===== src/rtl/dmc_pkg.sv =====
`timescale 1ns/1ps
package dmc_pkg;
  typedef enum logic [1:0] {
    MODE_RUN   = 2'd0,
    MODE_SLEEP = 2'd1,
    MODE_HIB   = 2'd2,
    MODE_RTC   = 2'd3
  } mode_e;

  typedef enum logic [1:0] {ST_RUN, ST_ENTER, ST_LP, ST_EXIT} dstate_e;

  // per-domain configuration, lpEn at bit 0
  typedef struct packed {
    logic illWake;
    logic deep;
    logic lpEn;
  } domCfg_t;

  // control -> datapath strobes, one set per domain
  typedef struct packed {
    logic goLp;
    logic goRun;
    logic busy;
    logic tmoEv;
    logic illEv;
  } ctlStrobe_t;
endpackage


===== src/rtl/dmc_dpath.sv =====
`timescale 1ns/1ps
module dmc_dpath
  import dmc_pkg::*;
#(
  parameter int NCORE = 5,
  parameter int NWAKE = 8,
  parameter int TMO_W = 16,
  parameter int DW    = 16,
  parameter logic [NCORE-1:0] SAFE_MASK = 5'b00001
) (
  input  logic                       clk,
  input  logic                       rstN,
  input  logic                       wrEn,
  input  logic [$clog2(NCORE)-1:0]   wrCore,
  input  logic [2:0]                 wrAddr,
  input  logic [DW-1:0]              wrData,
  output logic                       wrErr,
  input  ctlStrobe_t [1:0]           strb,
  output domCfg_t [1:0]              cfg,
  output logic [1:0][NWAKE-1:0]      wakeMask,
  output logic [2:0]                 policy,
  output logic [1:0]                 cntZero,
  output logic                       tmoFlag,
  output logic                       illFlag,
  output logic [NCORE-1:0]           wakeIrq,
  output logic [NCORE-1:0]           errIrq
);
  localparam int CW = $clog2(NCORE);
  localparam int PRI0_LSB = 4;
  localparam int PRI1_LSB = PRI0_LSB + CW;
  localparam int ERR_LSB = 8;
  localparam logic [NCORE-1:0] APP_MASK = ~SAFE_MASK;

  logic [CW-1:0]    safePri, appPri;
  logic             permErrEn;
  logic [TMO_W-1:0] tmoVal;
  logic [NCORE-1:0] wakeEn, errEn;
  logic             ownerOk, wrAcc, clrWr;

  always_comb begin
    unique case (wrAddr)
      3'd1, 3'd3: ownerOk = (wrCore == appPri);
      3'd7:       ownerOk = 1'b1;
      default:    ownerOk = (wrCore == safePri);
    endcase
  end

  assign wrAcc = wrEn && ownerOk;
  assign wrErr = wrEn && !ownerOk && permErrEn;
  assign clrWr = wrAcc && (wrAddr == 3'd7);

  always_ff @(posedge clk or negedge rstN) begin
    if (!rstN) begin
      cfg       <= '0;
      wakeMask  <= '0;
      policy    <= '0;
      permErrEn <= 1'b0;
      safePri   <= '0;
      appPri    <= CW'(1);
      tmoVal    <= '1;
      wakeEn    <= '0;
      errEn     <= '0;
    end else if (wrAcc) begin
      unique case (wrAddr)
        3'd0: cfg[0]      <= domCfg_t'(wrData[2:0]);
        3'd1: cfg[1]      <= domCfg_t'(wrData[2:0]);
        3'd2: wakeMask[0] <= wrData[NWAKE-1:0];
        3'd3: wakeMask[1] <= wrData[NWAKE-1:0];
        3'd4: begin
          policy    <= wrData[2:0];
          permErrEn <= wrData[3];
          safePri   <= wrData[PRI0_LSB +: CW];
          appPri    <= wrData[PRI1_LSB +: CW];
        end
        3'd5: tmoVal <= wrData[TMO_W-1:0];
        3'd6: begin
          wakeEn <= wrData[NCORE-1:0];
          errEn  <= wrData[ERR_LSB +: NCORE];
        end
        default: ;
      endcase
    end
  end

  // transition watchdog counters, one per domain
  for (genvar d = 0; d < 2; d++) begin : g_cnt
    logic [TMO_W-1:0] cntQ;
    always_ff @(posedge clk or negedge rstN) begin
      if (!rstN) cntQ <= '0;
      else if (strb[d].goLp || strb[d].goRun) cntQ <= tmoVal;
      else if (strb[d].busy && (cntQ != '0)) cntQ <= cntQ - 1'b1;
    end
    assign cntZero[d] = (cntQ == '0);
  end

  logic             tmoSet, illSet;
  logic [NCORE-1:0] wakeSet, errSet, wakeClr, errClr;

  assign tmoSet  = strb[0].tmoEv | strb[1].tmoEv;
  assign illSet  = strb[0].illEv | strb[1].illEv;
  assign wakeSet = (({NCORE{strb[0].goRun}} & SAFE_MASK) |
                    ({NCORE{strb[1].goRun}} & APP_MASK)) & wakeEn;
  assign errSet  = (tmoSet || illSet) ? errEn : '0;
  assign wakeClr = clrWr ? wrData[NCORE-1:0] : '0;
  assign errClr  = clrWr ? wrData[ERR_LSB +: NCORE] : '0;

  always_ff @(posedge clk or negedge rstN) begin
    if (!rstN) begin
      tmoFlag <= 1'b0;
      illFlag <= 1'b0;
      wakeIrq <= '0;
      errIrq  <= '0;
    end else begin
      tmoFlag <= tmoSet | (tmoFlag & ~(clrWr & wrData[14]));
      illFlag <= illSet | (illFlag & ~(clrWr & wrData[15]));
      wakeIrq <= wakeSet | (wakeIrq & ~wakeClr);
      errIrq  <= errSet | (errIrq & ~errClr);
    end
  end

  // the timeout flag holds until a clearing write
  a_r6_tmo_sticky: assert property (@(posedge clk) disable iff (!rstN)
    (tmoFlag && !(clrWr && wrData[14])) |=> tmoFlag);

  // a wake interrupt bit holds until acknowledged
  a_r11_wake_sticky: assert property (@(posedge clk) disable iff (!rstN)
    (wakeIrq[0] && !(clrWr && wrData[0])) |=> wakeIrq[0]);

  // a write from a foreign core leaves the safety configuration unchanged
  a_r13_foreign_dropped: assert property (@(posedge clk) disable iff (!rstN)
    (wrEn && (wrAddr == 3'd0) && (wrCore != safePri)) |=> $stable(cfg[0]));
endmodule


===== src/rtl/dmc_ctrl.sv =====
`timescale 1ns/1ps
module dmc_ctrl
  import dmc_pkg::*;
#(
  parameter int NCORE = 5,
  parameter int NWAKE = 8,
  parameter logic [NCORE-1:0] SAFE_MASK = 5'b00001
) (
  input  logic                  clk,
  input  logic                  rstN,
  input  logic [NCORE-1:0]      wfi,
  input  logic [NWAKE-1:0]      wakeReq,
  input  logic [1:0]            lpDone,
  input  logic [1:0]            runDone,
  input  domCfg_t [1:0]         cfg,
  input  logic [1:0][NWAKE-1:0] wakeMask,
  input  logic [2:0]            policy,
  input  logic [1:0]            cntZero,
  output ctlStrobe_t [1:0]      strb,
  output logic [1:0][1:0]       domMode,
  output logic [1:0]            lpStart,
  output logic [1:0]            runStart
);
  logic safeGoLp, safeGoRun;

  for (genvar d = 0; d < 2; d++) begin : g_dom
    localparam logic [NCORE-1:0] CMASK = (d == 0) ? SAFE_MASK : ~SAFE_MASK;

    dstate_e    stQ, stD;
    logic [1:0] tgtQ;
    logic allWfi, ownWake, illDone, illWk, startCond, wakeCond;
    logic goLp, goRun, tmo;

    assign allWfi  = ((wfi & CMASK) == CMASK);
    assign ownWake = |(wakeReq & wakeMask[d]);
    assign illDone = (lpDone[d] && (stQ != ST_ENTER)) ||
                     (runDone[d] && (stQ != ST_EXIT));
    assign illWk   = illDone && cfg[d].illWake && (stQ == ST_LP);

    if (d == 0) begin : g_safe
      assign startCond = cfg[0].lpEn && allWfi;
      assign wakeCond  = ownWake || illWk;
      assign safeGoLp  = goLp;
      assign safeGoRun = goRun;
    end else begin : g_app
      assign startCond = policy[1] ? safeGoLp : (cfg[1].lpEn && allWfi);
      assign wakeCond  = ownWake || illWk || (policy[2] && safeGoRun);
    end

    always_comb begin
      stD   = stQ;
      goLp  = 1'b0;
      goRun = 1'b0;
      tmo   = 1'b0;
      unique case (stQ)
        ST_RUN: if (startCond && !ownWake) begin
          stD  = ST_ENTER;
          goLp = 1'b1;
        end
        ST_ENTER: begin
          if (ownWake) stD = ST_RUN;
          else if (lpDone[d]) stD = ST_LP;
          else if (cntZero[d]) begin
            stD = ST_RUN;
            tmo = 1'b1;
          end
        end
        ST_LP: if (wakeCond) begin
          stD   = ST_EXIT;
          goRun = 1'b1;
        end
        ST_EXIT: begin
          if (runDone[d]) stD = ST_RUN;
          else if (cntZero[d]) begin
            stD = ST_RUN;
            tmo = 1'b1;
          end
        end
        default: stD = ST_RUN;
      endcase
    end

    always_ff @(posedge clk or negedge rstN) begin
      if (!rstN) begin
        stQ         <= ST_RUN;
        tgtQ        <= MODE_RUN;
        lpStart[d]  <= 1'b0;
        runStart[d] <= 1'b0;
      end else begin
        stQ         <= stD;
        lpStart[d]  <= goLp;
        runStart[d] <= goRun;
        if (goLp) tgtQ <= cfg[d].deep ? MODE_HIB : MODE_SLEEP;
      end
    end

    assign domMode[d] = ((stQ == ST_LP) || (stQ == ST_EXIT)) ? tgtQ : MODE_RUN;
    assign strb[d] = '{goLp: goLp, goRun: goRun,
                       busy: (stQ == ST_ENTER) || (stQ == ST_EXIT),
                       tmoEv: tmo, illEv: illDone};

    // a domain never reports the RTC code
    a_r1_no_rtc: assert property (@(posedge clk) disable iff (!rstN)
      domMode[d] != MODE_RTC);

    // leaving RUN for a low-power code needs an accepted entry done
    a_r2_mode_needs_done: assert property (@(posedge clk) disable iff (!rstN)
      ((domMode[d] != MODE_RUN) && ($past(domMode[d]) == MODE_RUN)) |-> $past(lpDone[d]));

    // an exit strobe is only seen while a low-power code is shown
    a_r4_exit_from_lp: assert property (@(posedge clk) disable iff (!rstN)
      runStart[d] |-> (domMode[d] != MODE_RUN));
  end

  // safety entry strobe needs every safety core in WFI on the edge before
  a_r3_safe_needs_wfi: assert property (@(posedge clk) disable iff (!rstN)
    lpStart[0] |-> $past(((wfi & SAFE_MASK) == SAFE_MASK) && cfg[0].lpEn));
endmodule


===== src/rtl/dom_mode_ctrl.sv =====
`timescale 1ns/1ps
module dom_mode_ctrl
  import dmc_pkg::*;
#(
  parameter int NCORE = 5,
  parameter int NWAKE = 8,
  parameter int TMO_W = 16,
  parameter logic [NCORE-1:0] SAFE_MASK = 5'b00001
) (
  input  logic                     clk,
  input  logic                     rstN,
  input  logic [NCORE-1:0]         wfi,
  input  logic [NWAKE-1:0]         wakeReq,
  input  logic [1:0]               lpDone,
  input  logic [1:0]               runDone,
  input  logic                     wrEn,
  input  logic [$clog2(NCORE)-1:0] wrCore,
  input  logic [2:0]               wrAddr,
  input  logic [15:0]              wrData,
  output logic                     wrErr,
  output logic [1:0]               safeMode,
  output logic [1:0]               appMode,
  output logic [1:0]               chipMode,
  output logic [1:0]               lpStart,
  output logic [1:0]               runStart,
  output logic                     tmoFlag,
  output logic                     illFlag,
  output logic [NCORE-1:0]         wakeIrq,
  output logic [NCORE-1:0]         errIrq
);
  ctlStrobe_t [1:0]      strb;
  domCfg_t [1:0]         cfg;
  logic [1:0][NWAKE-1:0] wakeMask;
  logic [2:0]            policy;
  logic [1:0]            cntZero;
  logic [1:0][1:0]       domMode;

  dmc_ctrl #(.NCORE(NCORE), .NWAKE(NWAKE), .SAFE_MASK(SAFE_MASK)) u_ctrl (
    .clk(clk), .rstN(rstN), .wfi(wfi), .wakeReq(wakeReq),
    .lpDone(lpDone), .runDone(runDone), .cfg(cfg), .wakeMask(wakeMask),
    .policy(policy), .cntZero(cntZero), .strb(strb), .domMode(domMode),
    .lpStart(lpStart), .runStart(runStart)
  );

  dmc_dpath #(.NCORE(NCORE), .NWAKE(NWAKE), .TMO_W(TMO_W), .DW(16),
              .SAFE_MASK(SAFE_MASK)) u_dpath (
    .clk(clk), .rstN(rstN), .wrEn(wrEn), .wrCore(wrCore), .wrAddr(wrAddr),
    .wrData(wrData), .wrErr(wrErr), .strb(strb), .cfg(cfg),
    .wakeMask(wakeMask), .policy(policy), .cntZero(cntZero),
    .tmoFlag(tmoFlag), .illFlag(illFlag), .wakeIrq(wakeIrq), .errIrq(errIrq)
  );

  assign safeMode = domMode[0];
  assign appMode  = domMode[1];
  // shallower of the two, or safety alone under the ignore policy
  assign chipMode = policy[0] ? domMode[0] :
                    ((domMode[0] < domMode[1]) ? domMode[0] : domMode[1]);
endmodule


===== config.mk =====
export PLATFORM = sky130hd
export DESIGN_NAME = dom_mode_ctrl
export DESIGN_NICKNAME = d
export VERILOG_FILES = /design/src/rtl/dmc_pkg.sv /design/src/rtl/dmc_dpath.sv /design/src/rtl/dmc_ctrl.sv /design/src/rtl/dom_mode_ctrl.sv
export SDC_FILE = /design/constraint.sdc
export NUM_CORES = 1
export LEC_CHECK = 0
export BUFFER_PORTS_ARGS = -buffer_cell sky130_fd_sc_hd__buf_4
export CAP_MARGIN = 20
export CORE_MARGIN = 2
export CORE_UTILIZATION = 30
export DETAILED_ROUTE_END_ITERATION = 16
export PLACE_DENSITY_LB_ADDON = 0.3
export RECOVER_POWER = 100
export SLEW_MARGIN = 20
export SYNTH_ARGS = -nofsm -noshare
export SYNTH_HDL_FRONTEND = slang
export SYNTH_SLANG_ARGS = --single-unit

===== constraint.sdc =====
create_clock -name clk -period 2.5 [get_ports clk]
set_clock_uncertainty 0.2 [all_clocks]
set_input_delay 0.25 -clock clk [delete_from_list [all_inputs] [get_ports clk]]
set_output_delay 0.25 -clock clk [all_outputs]
set_load 0.01 [all_outputs]

# After elaboration in Yosys (flattened, before gate mapping)
# Cells that the tools add are included.
# classes
add_sub_neg	2
magnitude_cmp	1
eq_ne	24
n_mux	47
n_bitwise	20
reduce_logical	55
# op_table
cell	n
$mux W16	4
$mux W2	18
$logic_not A16 Y1	2
$reduce_bool A16 Y1	2
$sub A16 B1 Y16 const B	2
$logic_and A1 B1 Y1	19
$reduce_and A2 Y1	9
$mux W1	17
$and A8 B8 Y8	2
$pmux W2 S4	2
$reduce_or A8 Y1	2
$and A5 B5 Y5	3
$mux W5	3
$eq A3 B3 Y1 const B	4
$logic_or A1 B1 Y1	12
$ne A2 B1 Y1 const B	6
$not A5 Y5	2
$or A5 B5 Y5	2
$eq A2 B2 Y1 const B	4
$eq A3 B2 Y1 const B	2
$eq A3 B3 Y1	2
$pmux W1 S2	3
$or A1 B5 Y5	1
$and A1 B1 Y1	4
12 further kinds	22
# totals
reg_bits	114
inputBits	42
out_inout_bits	23
word_cells	178

# Longest topological paths before layout
# Gate-level depths: netlist of run 1.
# logic_depth
depth_word	15
ltp_mapped	10
ltp_nobuf	8

# Cells and area by module
# Synthesis of run 1 repeated with hierarchy kept, for this count alone.
# hier_totals
cells_unflattened	501
hier_area_um2	5640.4
# by_module_without_submodules
module	n_inst	cells_per_inst	area_per_inst_um2	seq_area_each_um2
dmc_dpath	1	402	4782.1	2573.7
dmc_ctrl	1	92	798.3	300.3
dom_mode_ctrl	1	7	60.1	0.0

# Worst setup path after synthesis of run 1
# Ideal clock, no wire load.
# synth_timing
kind	reg-to-reg
start	register u_dpath.g_cnt[1].cntQ[3]
end	register u_dpath.g_cnt[1].cntQ[3]
setup_time_ps	126
arrival_ps	2135
required_ps	2174
setup_slack_ps	39
path_stages_with_launch	9
n_path_buf	2
synth_period_minus_slack_ps	2461
cell_sequence	dfrtp_1 > or3_4 > or4_4 > buf_6 > o21ai_4 > buf_6 > or2_2 > o21ai_1 > a221o_1
# synth_via
elab_chain_cells	3
elab_cells_between_ends	6
cone_classes	add/sub: 1; mux: 2; reduce/logical: 3
# synth_lines
element	line_no	text
from (decl)	dmc_dpath.sv:87	logic [TMO_W-1:0] cntQ;
from (signal assigned)	dmc_dpath.sv:90	else if (strb[d].goLp || strb[d].goRun) cntQ <= tmoVal;
from (signal assigned)	dmc_dpath.sv:91	else if (strb[d].busy && (cntQ != '0)) cntQ <= cntQ - 1'b1;
$sub A16 B1 Y16 or $reduce_bool A16 Y1 (tied branches)	dmc_dpath.sv:91	
$mux W16 or $logic_and A1 B1 Y1 (tied branches)	dmc_dpath.sv:91	
$mux W16 or $reduce_bool A2 Y1 (tied branches)	n/a	
# Several ways; a longest one is shown, not always the timed one. The select of a mux whose other input is x is not followed.
# A chain may end at the register's enable or synchronous reset.

# Final worst setup path of run 1
# layout_timing
start	register u_dpath.g_cnt[1].cntQ[3]
end	register u_dpath.g_cnt[1].cntQ[12]
# The elaborated chain is that of the path after synthesis.

==> out/results.env, run 1 <==
ASYNC_FLOP_SHARE=1.00
DRCVIOLATIONCOUNT=0
PLACE_INST=804
CRITICAL_PATH_REQUIRED_PS=2650
IRDROPWORSTVDD_V=0.000520
YOSYSSEQAREASHARE=0.529
GRT_FIRST_PASS_WIRELENGTH_UM=24200
FINAL_COMMON_CELL='sky130_fd_sc_hd__dfrtp_1'
GRT_USE_TOTAL=0.160
POST_SYNTH.CELL_AREA_AVG_UM2=11.5
CLK_PATH_BUF_DEPTH=2
R2R_CELLS=6
TOTAL_LEAKAGE_POWER_nW=3.25
SETUP_VIOLATORS_FINAL=0
CTS_ROOT_BUF='sky130_fd_sc_hd__clkbuf_16'
TOTALNEGATIVESETUPSLACK_PS=0
HPWLAFTERDP_UM=10500
STARTPOINT_TYPE='register'
SLEW_VIOLATIONS=0
HOLD_DEPTH=3
FINAL_CELL_AREA_UM2=7270
ANTENNA_VIOLATIONS_BEFORE_REPAIR=0
ARRIVAL_TIME_WORST_ENDPOINT_PS=2550
SYNTHDOMINANTAREACELLTYPE='sky130_fd_sc_hd__dfrtp_1'
DIE-HEIGHT_UM=139
TIMING.MAX_SLEW.REL_SLACK=0.236
CRITICAL_PATH.MAX_FANOUT=6
SYNTHTOPCELLSBYAREA='sky130_fd_sc_hd__dfrtp_1, sky130_fd_sc_hd__mux2_2, sky130_fd_sc_hd__dfstp_2'
MAPPEDNETLISTAREA_UM2=5430
MAX_FREQ_MHz=415
SORT_OF_ELEMENT_AT_THE_END_OF_THE_CRITICAL_PATH='register'
SYNTHCELLS=473
SYNTH_EDF_COUNT=0
YOSYSTOPAREACELLSHARE=0.447
CLOCK_TREE_FROM_TRITONCTS='done'
INITIAL_UTILIZATION=0.305
DRT_PASS1_ITERATIONS=4
HOLD_PATH.CLASS='in2reg'
WORSTMARGINPINSLEW_PS=1150
YS_FF_LATCH=114
SYNTH.NET_COUNT=519
DETAILEDPLACE.WORSTSLACK_PS=-75.5
FINISH.NET_COUNT=663
POST_SYNTH_NUM_CELL_TYPES=60
HOLD_PATH_STARTPOINT='wfi[0]'
MAX_CAP_VIOL_COUNT=0
ANT_NETS=0
CLOCK_TREE.HTREE_LEVEL_COUNT=4
FLOORPLAN.IO_PINS=65
SYN2LAYOUT_AREA_GROWTH_PCT=33.8
REGTOREGSTARTPOINT='u_dpath.g_cnt[1].cntQ[3]'
NUM_ROWS=49
DIE_AREA_UM2=19200
DRT-VIAS-PER-INSTANCE=5.07
SYNTH_TOP_FLOP_CELL='sky130_fd_sc_hd__dfrtp_1'
CTS.REPORTEDPATHS.CLKPINSLEW_PS=50
FINALWORSTSETUPSLACK_PS=91.4
FINALCRITPERIODSHARE=0.963
CORE_REGION_AREA_UM2=17800
NUMCTSBUFFERS=17
GPL.FINAL_WEIGHTED_CONGESTION=0.866
GRT.OVERFLOW.TOTAL=0
TIMING.FINAL.HOLD_VIOLATIONS=0
GRT_START_MAX_NET_PINS=45
DIE_W_UM=139
FINAL_CELL_MIX='sky130_fd_sc_hd__dfrtp_1, sky130_fd_sc_hd__buf_4, sky130_fd_sc_hd__mux2_2'
PORTBUFFERS=64
FINAL.FILL_COUNT=1694
SYNTH_WARNINGS=0
WIRELENGTH_UM=14600
CRIT_PATH_START='u_dpath.g_cnt[1].cntQ[3]'
GRT_PASS1_VIAS=4564
RUN_STATUS='complete, no violations'
ANTENNA_CELLS_INSERTED=0
FINAL_CELLS=858
DRT-WIRELENGTH-PER-CELL_UM=17.0
MIN_PERIOD_PS=2410
WORSTSETUPPATHTYPE='reg2reg'
POWER.DENSITY_nW_PER_UM2=1120
LAYOUT-DRIVE-GT1-SHARE=0.359
DETAIL_ROUTE.ITER0.VIOLATIONS=211
CTS_SINKS=114
ROUTE.VIAS.TOTAL=4346
LATER_PIN_CLOCK_LATENCY_IN_THE_SKEW_REPORT_PS=410
TOTAL_CELL_AREA_AT_THE_PLACEMENT_STAGE_UM2=6560
[where the power goes]
group / leakage, nW / switching [mW] / total [mW] / internal (mW)
combinational: 1.53 / 1.44 / 2.84 / 1.40
clock: 0.288 / 0.771 / 2.41 / 1.64
sequential: 1.43 / 0.407 / 2.88 / 2.48
total: 3.25 / 2.62 / 8.13 / 5.51
[what timing repair did]
action / 4_1_cts / 5_1_grt
endpoints found under the hold margin: 106 / 0
pin swaps: 1 / 3
buffers inserted: 3 / 0
endpoints found under the setup margin: 6 / 22
hold buffers: 20 / 0
resized for setup: 2 / 13
[Yosys cell counts, types with 3 or more instances]
| library cell | number |
|---|---|
| sky130_fd_sc_hd__and2_1 | 3 |
| sky130_fd_sc_hd__o31ai_1 | 4 |
| sky130_fd_sc_hd__nor2_2 | 5 |
| sky130_fd_sc_hd__nand4b_1 | 4 |
| sky130_fd_sc_hd__nand2_1 | 41 |
| sky130_fd_sc_hd__a22o_1 | 10 |
| sky130_fd_sc_hd__inv_1 | 11 |
| sky130_fd_sc_hd__xor2_1 | 8 |
| sky130_fd_sc_hd__nand3_1 | 8 |
| sky130_fd_sc_hd__o211ai_1 | 5 |
| sky130_fd_sc_hd__ha_1 | 4 |
| sky130_fd_sc_hd__nand4_1 | 7 |
| sky130_fd_sc_hd__dfrtp_1 | 97 |
| sky130_fd_sc_hd__a221o_1 | 9 |
| sky130_fd_sc_hd__nand2b_1 | 6 |
| sky130_fd_sc_hd__nor3_1 | 7 |
| sky130_fd_sc_hd__o41ai_1 | 3 |
| sky130_fd_sc_hd__clkbuf_1 | 7 |
| sky130_fd_sc_hd__nor4_1 | 6 |
| sky130_fd_sc_hd__mux2_2 | 63 |
| sky130_fd_sc_hd__dfstp_2 | 17 |
| sky130_fd_sc_hd__or4_1 | 7 |
| sky130_fd_sc_hd__or3_1 | 13 |
| sky130_fd_sc_hd__o21ai_0 | 14 |
| sky130_fd_sc_hd__buf_2 | 6 |
| sky130_fd_sc_hd__a21oi_1 | 14 |
| sky130_fd_sc_hd__xnor2_1 | 7 |
| sky130_fd_sc_hd__a22oi_1 | 8 |
| sky130_fd_sc_hd__mux2i_1 | 7 |
| sky130_fd_sc_hd__or2_2 | 3 |
| sky130_fd_sc_hd__a31oi_1 | 3 |
| sky130_fd_sc_hd__nor2_1 | 29 |
| sky130_fd_sc_hd__nor2b_1 | 4 |
[flip-flops by register name, summed over array words and instances, names as in the netlist]
signal,count
u_dpath.g_cnt.cntQ,32
u_dpath.tmoVal,16
u_dpath.wakeMask,16
u_dpath.cfg,6
u_dpath.errEn,5
u_dpath.errIrq,5
u_dpath.wakeEn,5
u_dpath.wakeIrq,5
u_ctrl.g_dom.stQ,4
u_ctrl.g_dom.tgtQ,4
u_dpath.appPri,3
u_dpath.policy,3
u_dpath.safePri,3
u_ctrl.lpStart,2
u_ctrl.runStart,2
u_dpath.illFlag,1
u_dpath.permErrEn,1
u_dpath.tmoFlag,1
[cell type report]
class / instances / area (um^2) / share of cell area
Multi-Input combinational cell: 330 / 2460 / 0.338
Timing Repair Buffer: 143 / 1020 / 0.140
Tap cell: 229 / 287 / 0.0394
Clock inverter: 5 / 100 / 0.0138
Sequential cell: 114 / 2870 / 0.395
Clock buffer: 26 / 489 / 0.0673
Inverter: 11 / 41.3 / 0.00568
[stage by stage]
step	utilization	total power, mW	hold WS (ps)
after global routing	0.407	8.64	80.1
after detailed placement	0.368	5.68	98.1
after CTS	0.413	8.21	21.5
final	0.407	8.13	39.7
after global placement	0.368	5.62	92.6
after floorplan	-	4.48	-246
[critical path, cell delays in order (launching register included)]
cell,delay (ps)
sky130_fd_sc_hd__dfrtp_1,380
sky130_fd_sc_hd__or3_4,400
sky130_fd_sc_hd__or4_4,550
sky130_fd_sc_hd__buf_4,180
sky130_fd_sc_hd__or3_1,370
sky130_fd_sc_hd__a21oi_1,150
sky130_fd_sc_hd__a221o_1,120
[layer usage]
metal | global-route usage | wire [um]
met2 | 0.262 | 7180
met3 | 0.0335 | 398
met4 | 0.0639 | 233
met1 | 0.207 | 6780
met5 | 0 | 0
[worst paths after layout]
kind	end	slack (ps)
hold / removal	u_ctrl.lpStart[0]	40
min in group asynchronous	u_ctrl.lpStart[0]	420
hold reg to reg	u_ctrl.g_dom[1].tgtQ[0]	270
setup / recovery	u_dpath.g_cnt[1].cntQ[12]	90
setup reg to reg	u_dpath.g_cnt[1].cntQ[12]	90
max in group asynchronous	u_dpath.wakeEn[2]	400
[cell families after synthesis]
group / after synthesis / synth area share
xor gates and xnor gates: 15 / 0.0242
muxes: 70 / 0.143
and+or+nand+nor: 153 / 0.150
adders and majority gates: 4 / 0.00921
buffers and inverters: 29 / 0.0258
AOI/OAI and AO/OA: 88 / 0.118
DFF: 114 / 0.529
Note: power is estimated with default switching activity, not from simulation.
==> run 2, diff against run 1 <==
--- a/config.mk
+++ b/config.mk
@@ -9,6 +9,7 @@
 export CAP_MARGIN = 20
 export CORE_MARGIN = 2
 export CORE_UTILIZATION = 30
+export CTS_CLUSTER_SIZE = 28
 export DETAILED_ROUTE_END_ITERATION = 16
 export PLACE_DENSITY_LB_ADDON = 0.3
 export RECOVER_POWER = 100
==> constraint.sdc (replaced) <==
create_clock -name clk -period 2.75 [get_ports clk]
set_clock_uncertainty 0.2 [all_clocks]
set_input_delay 0.275 -clock clk [delete_from_list [all_inputs] [get_ports clk]]
set_output_delay 0.275 -clock clk [all_outputs]
set_load 0.01 [all_outputs]
==> out/results.env, run 2 (synthesis results as in run 1) <==
MAX_CAP_VIOL_COUNT=0
ANTENNA_CELLS_INSERTED=0
WORSTMARGINPINSLEW_PS=1200
PORTBUFFERS=64
DIE-HEIGHT_UM=139
ARRIVAL_TIME_WORST_ENDPOINT_PS=2690
DIE_AREA_UM2=19200
WORSTSETUPPATHTYPE='reg2reg'
TIMING.CRITICAL_PATH.CELLS='or4_1 -> or3_1 -> o21ai_4 -> o41ai_1 -> nor2_2 -> a221oi_1'
DRT_PASS1_ITERATIONS=5
DRCVIOLATIONCOUNT=0
CRITICAL_PATH_REQUIRED_PS=2820
ANT_NETS=0
TOP_REGISTER_BY_NUMBER_OF_FLIP_FLOPS='u_dpath.g_cnt.cntQ'
CORE_REGION_AREA_UM2=17800
SORT_OF_ELEMENT_AT_THE_END_OF_THE_CRITICAL_PATH='register'
TIMING.CRITICAL_PATH.SLOWEST_STAGE_CELL='sky130_fd_sc_hd__or4_1'
DRT-VIAS-PER-INSTANCE=5.07
DETAILEDPLACE.WORSTSLACK_PS=72.4
GRT_PASS1_VIAS=4315
FINAL_CELL_MIX='sky130_fd_sc_hd__dfrtp_1, sky130_fd_sc_hd__mux2_2, sky130_fd_sc_hd__buf_4'
SLEW_VIOLATIONS=0
GRT_USE_TOTAL=0.151
RUN_STATUS='complete, no violations'
SYN2LAYOUT_AREA_GROWTH_PCT=26.4
GRT_FIRST_PASS_WIRELENGTH_UM=23000
CLOCK_TREE.HTREE_LEVEL_COUNT=4
CTS_ROOT_BUF='sky130_fd_sc_hd__clkbuf_16'
HPWLAFTERDP_UM=10300
CRITICAL_PATH.MAX_FANOUT=10
POWER.DENSITY_nW_PER_UM2=994
NUM_ROWS=49
LARGEST_STAGE_DELAY_ON_THE_CRITICAL_PATH_PS=590
CTS_SINKS=114
IRDROPWORSTVDD_V=0.000405
BUF_INV_STAGES_CRIT_PATH=0
R2R_CELLS=6
NUMCTSBUFFERS=17
TIMING.FINAL.HOLD_VIOLATIONS=0
ROUTE.VIAS.TOTAL=4143
LAYOUT-DRIVE-GT1-SHARE=0.299
FINALCRITPERIODSHARE=0.952
CTS.REPORTEDPATHS.CLKPINSLEW_PS=50
FINISH.NET_COUNT=621
GRT.OVERFLOW.TOTAL=0
FINALWORSTSETUPSLACK_PS=131
DIE_W_UM=139
DRT-WIRELENGTH-PER-CELL_UM=17.3
REG.LARGEST.LIST='u_dpath.g_cnt.cntQ x32, u_dpath.tmoVal x16, u_dpath.wakeMask x16'
ANTENNA_VIOLATIONS_BEFORE_REPAIR=0
WORST_PATH_DOMINANT_CELL_FAMILY='simple AND/OR/NAND/NOR gates'
TOTALNEGATIVESETUPSLACK_PS=0
FINAL_COMMON_CELL='sky130_fd_sc_hd__dfrtp_1'
MIN_PERIOD_PS=2620
TOTAL_POWER_CONSUMPTION_mW=6.83
TOTAL_LEAKAGE_POWER_nW=3.00
WIRELENGTH_UM=14100
STARTPOINT_TYPE='register'
WHS_PS=42.2
LARGEST_REGISTER_FF_COUNT=32
MAX_FREQ_MHz=382
SETUP_VIOLATORS_FINAL=0
GRT_START_MAX_NET_PINS=64
CLK_PATH_BUF_DEPTH=2
DETAIL_ROUTE.ITER0.VIOLATIONS=187
LATER_PIN_CLOCK_LATENCY_IN_THE_SKEW_REPORT_PS=410
HOLD_PATH.CLASS='in2reg'
FLOORPLAN.IO_PINS=65
GRT_SETUP_UNREPAIRED='false'
GPL.FINAL_WEIGHTED_CONGESTION=0.873
INITIAL_UTILIZATION=0.305
HOLD_DEPTH=3
REGTOREGSETUPSLACK_PS=130
TIMING.MAX_SLEW.REL_SLACK=0.202
CLOCK_TREE_FROM_TRITONCTS='done'
PATH_DEPTH=6
[run 2: cell count changes in the layout (fill, tap and decap cells not counted), sizes merged]
cell	delta
clkinvlp	+3
clkbuf	-9
bufinv	-2
dlygate4sd3	-2
clkinv	+5
buf	-36
[run 2: metal layers]
layer / global-route usage / vias up / part of all wire
met4: 0.0483 / 0 / 0.012
met1: 0.196 / 2102 / 0.47
met3: 0.0342 / 12 / 0.032
li1: - / 1952 / -
met2: 0.252 / 77 / 0.49
met5: 0 / - / 0
[run 2: repair_timing]
action / 4_1_cts / 5_1_grt
setup endpoints to repair: 0 / 7
hold buffers: 18 / 0
endpoints found under the hold margin: 159 / 0
setup buffers: 0 / 2
resized for setup: 0 / 2
[run 2: cell type report]
cell class / instances / area, um^2
clock buffer: 21 / 460
clock inverter: 11 / 87.6
fill: 1739 / 11000
inverter: 11 / 41.3
multi-input combinational: 330 / 2420
sequential: 114 / 2870
tap: 229 / 287
timing repair buffer: 101 / 699
[run 2: worst min-delay path, cell delays in order]
cell                      delay (ps)
sky130_fd_sc_hd__buf_4           100
sky130_fd_sc_hd__a31oi_1          70
sky130_fd_sc_hd__a31oi_1         140
[run 2: stage by stage]
step / cells / utilization / instance area [um^2]
detailed placement: 765 / 0.350 / 6240
floorplan: 473 / - / 5430
global placement: 765 / 0.350 / 6240
CTS: 815 / 0.391 / 6970
finish: 817 / 0.385 / 6870
global route: 817 / 0.385 / 6870
[run 2: power breakdown]
| part | switching, mW | internal (mW) |
|---|---|---|
| logic | 1.17 | 0.960 |
| registers | 0.420 | 2.25 |
| clock network | 0.747 | 1.27 |
| total | 2.34 | 4.49 |
[run 2: final timing paths]
kind / start / end
max: u_dpath.g_cnt[1].cntQ[10] / u_dpath.g_cnt[1].cntQ[0]
min: lpDone[0] / u_ctrl.g_dom[0].stQ[1]
max reg2reg: u_dpath.g_cnt[1].cntQ[10] / u_dpath.g_cnt[1].cntQ[0]
min reg2reg: u_dpath.cfg[1] / u_ctrl.g_dom[0].tgtQ[0]
max in group asynchronous: rstN / u_dpath.errEn[0]
min in group asynchronous: rstN / u_ctrl.g_dom[0].tgtQ[0]
==> run 3, diff against run 2 <==
--- a/config.mk
+++ b/config.mk
@@ -7,10 +7,12 @@
 export LEC_CHECK = 0
 export BUFFER_PORTS_ARGS = -buffer_cell sky130_fd_sc_hd__buf_4
 export CAP_MARGIN = 20
+export CORE_ASPECT_RATIO = 0.7
 export CORE_MARGIN = 2
 export CORE_UTILIZATION = 30
 export CTS_CLUSTER_SIZE = 28
 export DETAILED_ROUTE_END_ITERATION = 16
+export MAX_ROUTING_LAYER = met4
 export PLACE_DENSITY_LB_ADDON = 0.3
 export RECOVER_POWER = 100
 export SLEW_MARGIN = 20
==> out/results.env, run 3 (synthesis results as in run 1) <==
HOLD_PATH_STARTPOINT='lpDone[0]'
DIE-HEIGHT_UM=117
REGTOREGSETUPSLACK_PS=100
TOTALNEGATIVESETUPSLACK_PS=0
TOTAL_LEAKAGE_POWER_nW=3.05
POWER.DENSITY_nW_PER_UM2=1040
ANT_NETS=0
HOLD_PATH.CLASS='in2reg'
FINISH.NET_COUNT=624
DIE_AREA_UM2=19200
CLOCK_TREE.HTREE_LEVEL_COUNT=4
CRITICAL_PATH.MAX_FANOUT=12
RUN_STATUS='complete, no violations'
DRCVIOLATIONCOUNT=0
LARGEST_STAGE_DELAY_ON_THE_CRITICAL_PATH_PS=600
MAX_FREQ_MHz=377
FLOORPLAN.IO_PINS=65
REGTOREGSTARTPOINT='u_dpath.g_cnt[1].cntQ[3]'
SETUP_VIOLATORS_FINAL=0
NUM_ROWS=41
R2R_CELLS=6
GRT_START_MAX_NET_PINS=46
GRT.OVERFLOW.TOTAL=0
LARGEST_REGISTER_FF_COUNT=32
GRTUSAGEMET2=0.237
GRT_SETUP_UNREPAIRED='false'
TOTAL_POWER_CONSUMPTION_mW=7.24
MIN_TO='u_ctrl.g_dom[0].stQ[1]'
CTS.REPORTEDPATHS.CLKPINSLEW_PS=60
IRDROPWORSTVDD_V=0.000408
GRT_PASS1_VIAS=4302
POST-CTS-SETUP-BUFFER-COUNT=0
GPL.FINAL_WEIGHTED_CONGESTION=0.861
DIE_W_UM=165
HPWLAFTERDP_UM=10800
WORSTSETUPPATHTYPE='reg2reg'
ROUTE.VIAS.TOTAL=4268
SYN2LAYOUT_AREA_GROWTH_PCT=28.4
MAX_CAP_VIOL_COUNT=0
TIMING.FINAL.HOLD_VIOLATIONS=0
SEQUENTIAL_CELL_AREA_UM2=2870
TIMING.CRITICAL_PATH.CELLS='or3_4 -> or4_4 -> o21ai_4 -> o41ai_1 -> nor2_2 -> a221oi_1'
STARTPOINT_TYPE='register'
SORT_OF_ELEMENT_AT_THE_END_OF_THE_CRITICAL_PATH='register'
SLEW_VIOLATIONS=0
LAYOUT-DRIVE-GT1-SHARE=0.301
INITIAL_UTILIZATION=0.303
DETAIL_ROUTE.ITER0.VIOLATIONS=200
FINAL_COMMON_CELL='sky130_fd_sc_hd__dfrtp_1'
GRT_FIRST_PASS_WIRELENGTH_UM=23900
CTS_SINKS=114
TIMING.MAX_SLEW.REL_SLACK=0.242
WORSTMARGINPINSLEW_PS=1140
CLOCK_TREE_FROM_TRITONCTS='done'
GRT-BUSIEST-LAYER='met1'
GRT_USE_TOTAL=0.171
DRT-WIRELENGTH-PER-CELL_UM=17.9
FINALCRITPERIODSHARE=0.965
MULTI_INPUT_COMB_AREA_UM2=2410
GRTUSAGEMET3=0.0405
TIMING.CRITICAL_PATH.SLOWEST_STAGE_CELL='sky130_fd_sc_hd__or4_4'
CRITICAL_PATH_REQUIRED_PS=2820
CORE_REGION_AREA_UM2=17900
ANTENNA_VIOLATIONS_BEFORE_REPAIR=0
CLK_PATH_BUF_DEPTH=2
HOLD_DEPTH=3
REG.LARGEST.LIST='u_dpath.g_cnt.cntQ x32, u_dpath.tmoVal x16, u_dpath.wakeMask x16'
FINALWORSTSETUPSLACK_PS=95.8
DRT-VIAS-PER-INSTANCE=5.16
WIRELENGTH_UM=14800
ARRIVAL_TIME_WORST_ENDPOINT_PS=2730
CRIT-REG2REG-CAPTURE='u_dpath.g_cnt[1].cntQ[0]'
PORTBUFFERS=64
GLOBAL_ROUTE.USAGE.MET1=0.247
TOP_REGISTER_BY_NUMBER_OF_FLIP_FLOPS='u_dpath.g_cnt.cntQ'
ANTENNA_CELLS_INSERTED=0
LATER_PIN_CLOCK_LATENCY_IN_THE_SKEW_REPORT_PS=410
DETAILEDPLACE.WORSTSLACK_PS=38.4
NUMCTSBUFFERS=17
FINAL.FILL_COUNT=1713
MIN_PERIOD_PS=2650
DRT_PASS1_ITERATIONS=4
FINAL_CELL_MIX='sky130_fd_sc_hd__dfrtp_1, sky130_fd_sc_hd__mux2_2, sky130_fd_sc_hd__buf_4'
CTS_ROOT_BUF='sky130_fd_sc_hd__clkbuf_16'
==> run 3: cell count changes in the layout (fill, tap and decap cells not counted), moves of 2 or more <==
cell                        previous run  this run
sky130_fd_sc_hd__inv_6                 0         3
sky130_fd_sc_hd__nor2_1               30        32
sky130_fd_sc_hd__clkbuf_1             31        29
sky130_fd_sc_hd__clkinv_4              0         4
sky130_fd_sc_hd__clkinv_2              7         0
sky130_fd_sc_hd__nor2_2                4         2
sky130_fd_sc_hd__bufinv_16             1         4
sky130_fd_sc_hd__buf_4                50        54
==> run 3: repair_timing <==
action	in CTS	in global routing
setup endpoints to repair	0	5
gates resized for setup	0	1
endpoints found under the hold margin	105	0
hold buffers	18	0
==> run 3: power breakdown <==
group / switching, mW / internal [mW]
Sequential: 0.447 / 2.25
Clock: 0.835 / 1.55
Combinational: 1.19 / 0.971
==> run 3: cell type report <==
cell class,count,area share
clock buffer,18,0.0630
sequential,114,0.412
tap,236,0.0423
timing repair buffer,104,0.102
inverter,11,0.00592
clock inverter,14,0.0292
multi-input combinational,330,0.346
==> run 3: worst max-delay path, delay by kind of cell, from the launching register on <==
kind / cells / cell delay (ps)
DFF: 1 / 420
and+or+nand+nor: 3 / 1200
AOI/OAI and AO/OA: 3 / 680
==> run 3: stage by stage <==
stage | instances | hold WS, ps | area (um^2) | util
global route | 827 | 48.2 | 6970 | 0.390
floorplan | 473 | -221 | 5430 | -
global placement | 777 | 119 | 6300 | 0.352
finish | 827 | 39.2 | 6970 | 0.390
CTS | 827 | 10.9 | 7120 | 0.398
detailed placement | 777 | 127 | 6300 | 0.352
==> run 3: per-layer routing <==
layer / up-vias / wire [um]
met5: - / 0
met4: 0 / 153
met3: 14 / 875
met2: 128 / 6200
met1: 2160 / 7550
li1: 1966 / -
==> run 3: worst max-delay path by stage <==
stage	from	end	slack [ps]	cells after the start
2_1_floorplan	u_dpath.g_cnt[1].cntQ[3]	u_dpath.g_cnt[1].cntQ[3]	290	8
3_3_place_gp	u_dpath.g_cnt[1].cntQ[3]	u_dpath.errIrq[2]	50	6
3_5_place_dp	u_dpath.g_cnt[1].cntQ[3]	u_dpath.errIrq[4]	40	6
4_1_cts	u_dpath.g_cnt[1].cntQ[3]	u_dpath.errIrq[4]	50	6
5_1_grt	u_dpath.g_cnt[0].cntQ[2]	u_dpath.g_cnt[0].cntQ[7]	2	6
6_report	u_dpath.g_cnt[1].cntQ[3]	u_dpath.g_cnt[1].cntQ[0]	100	6
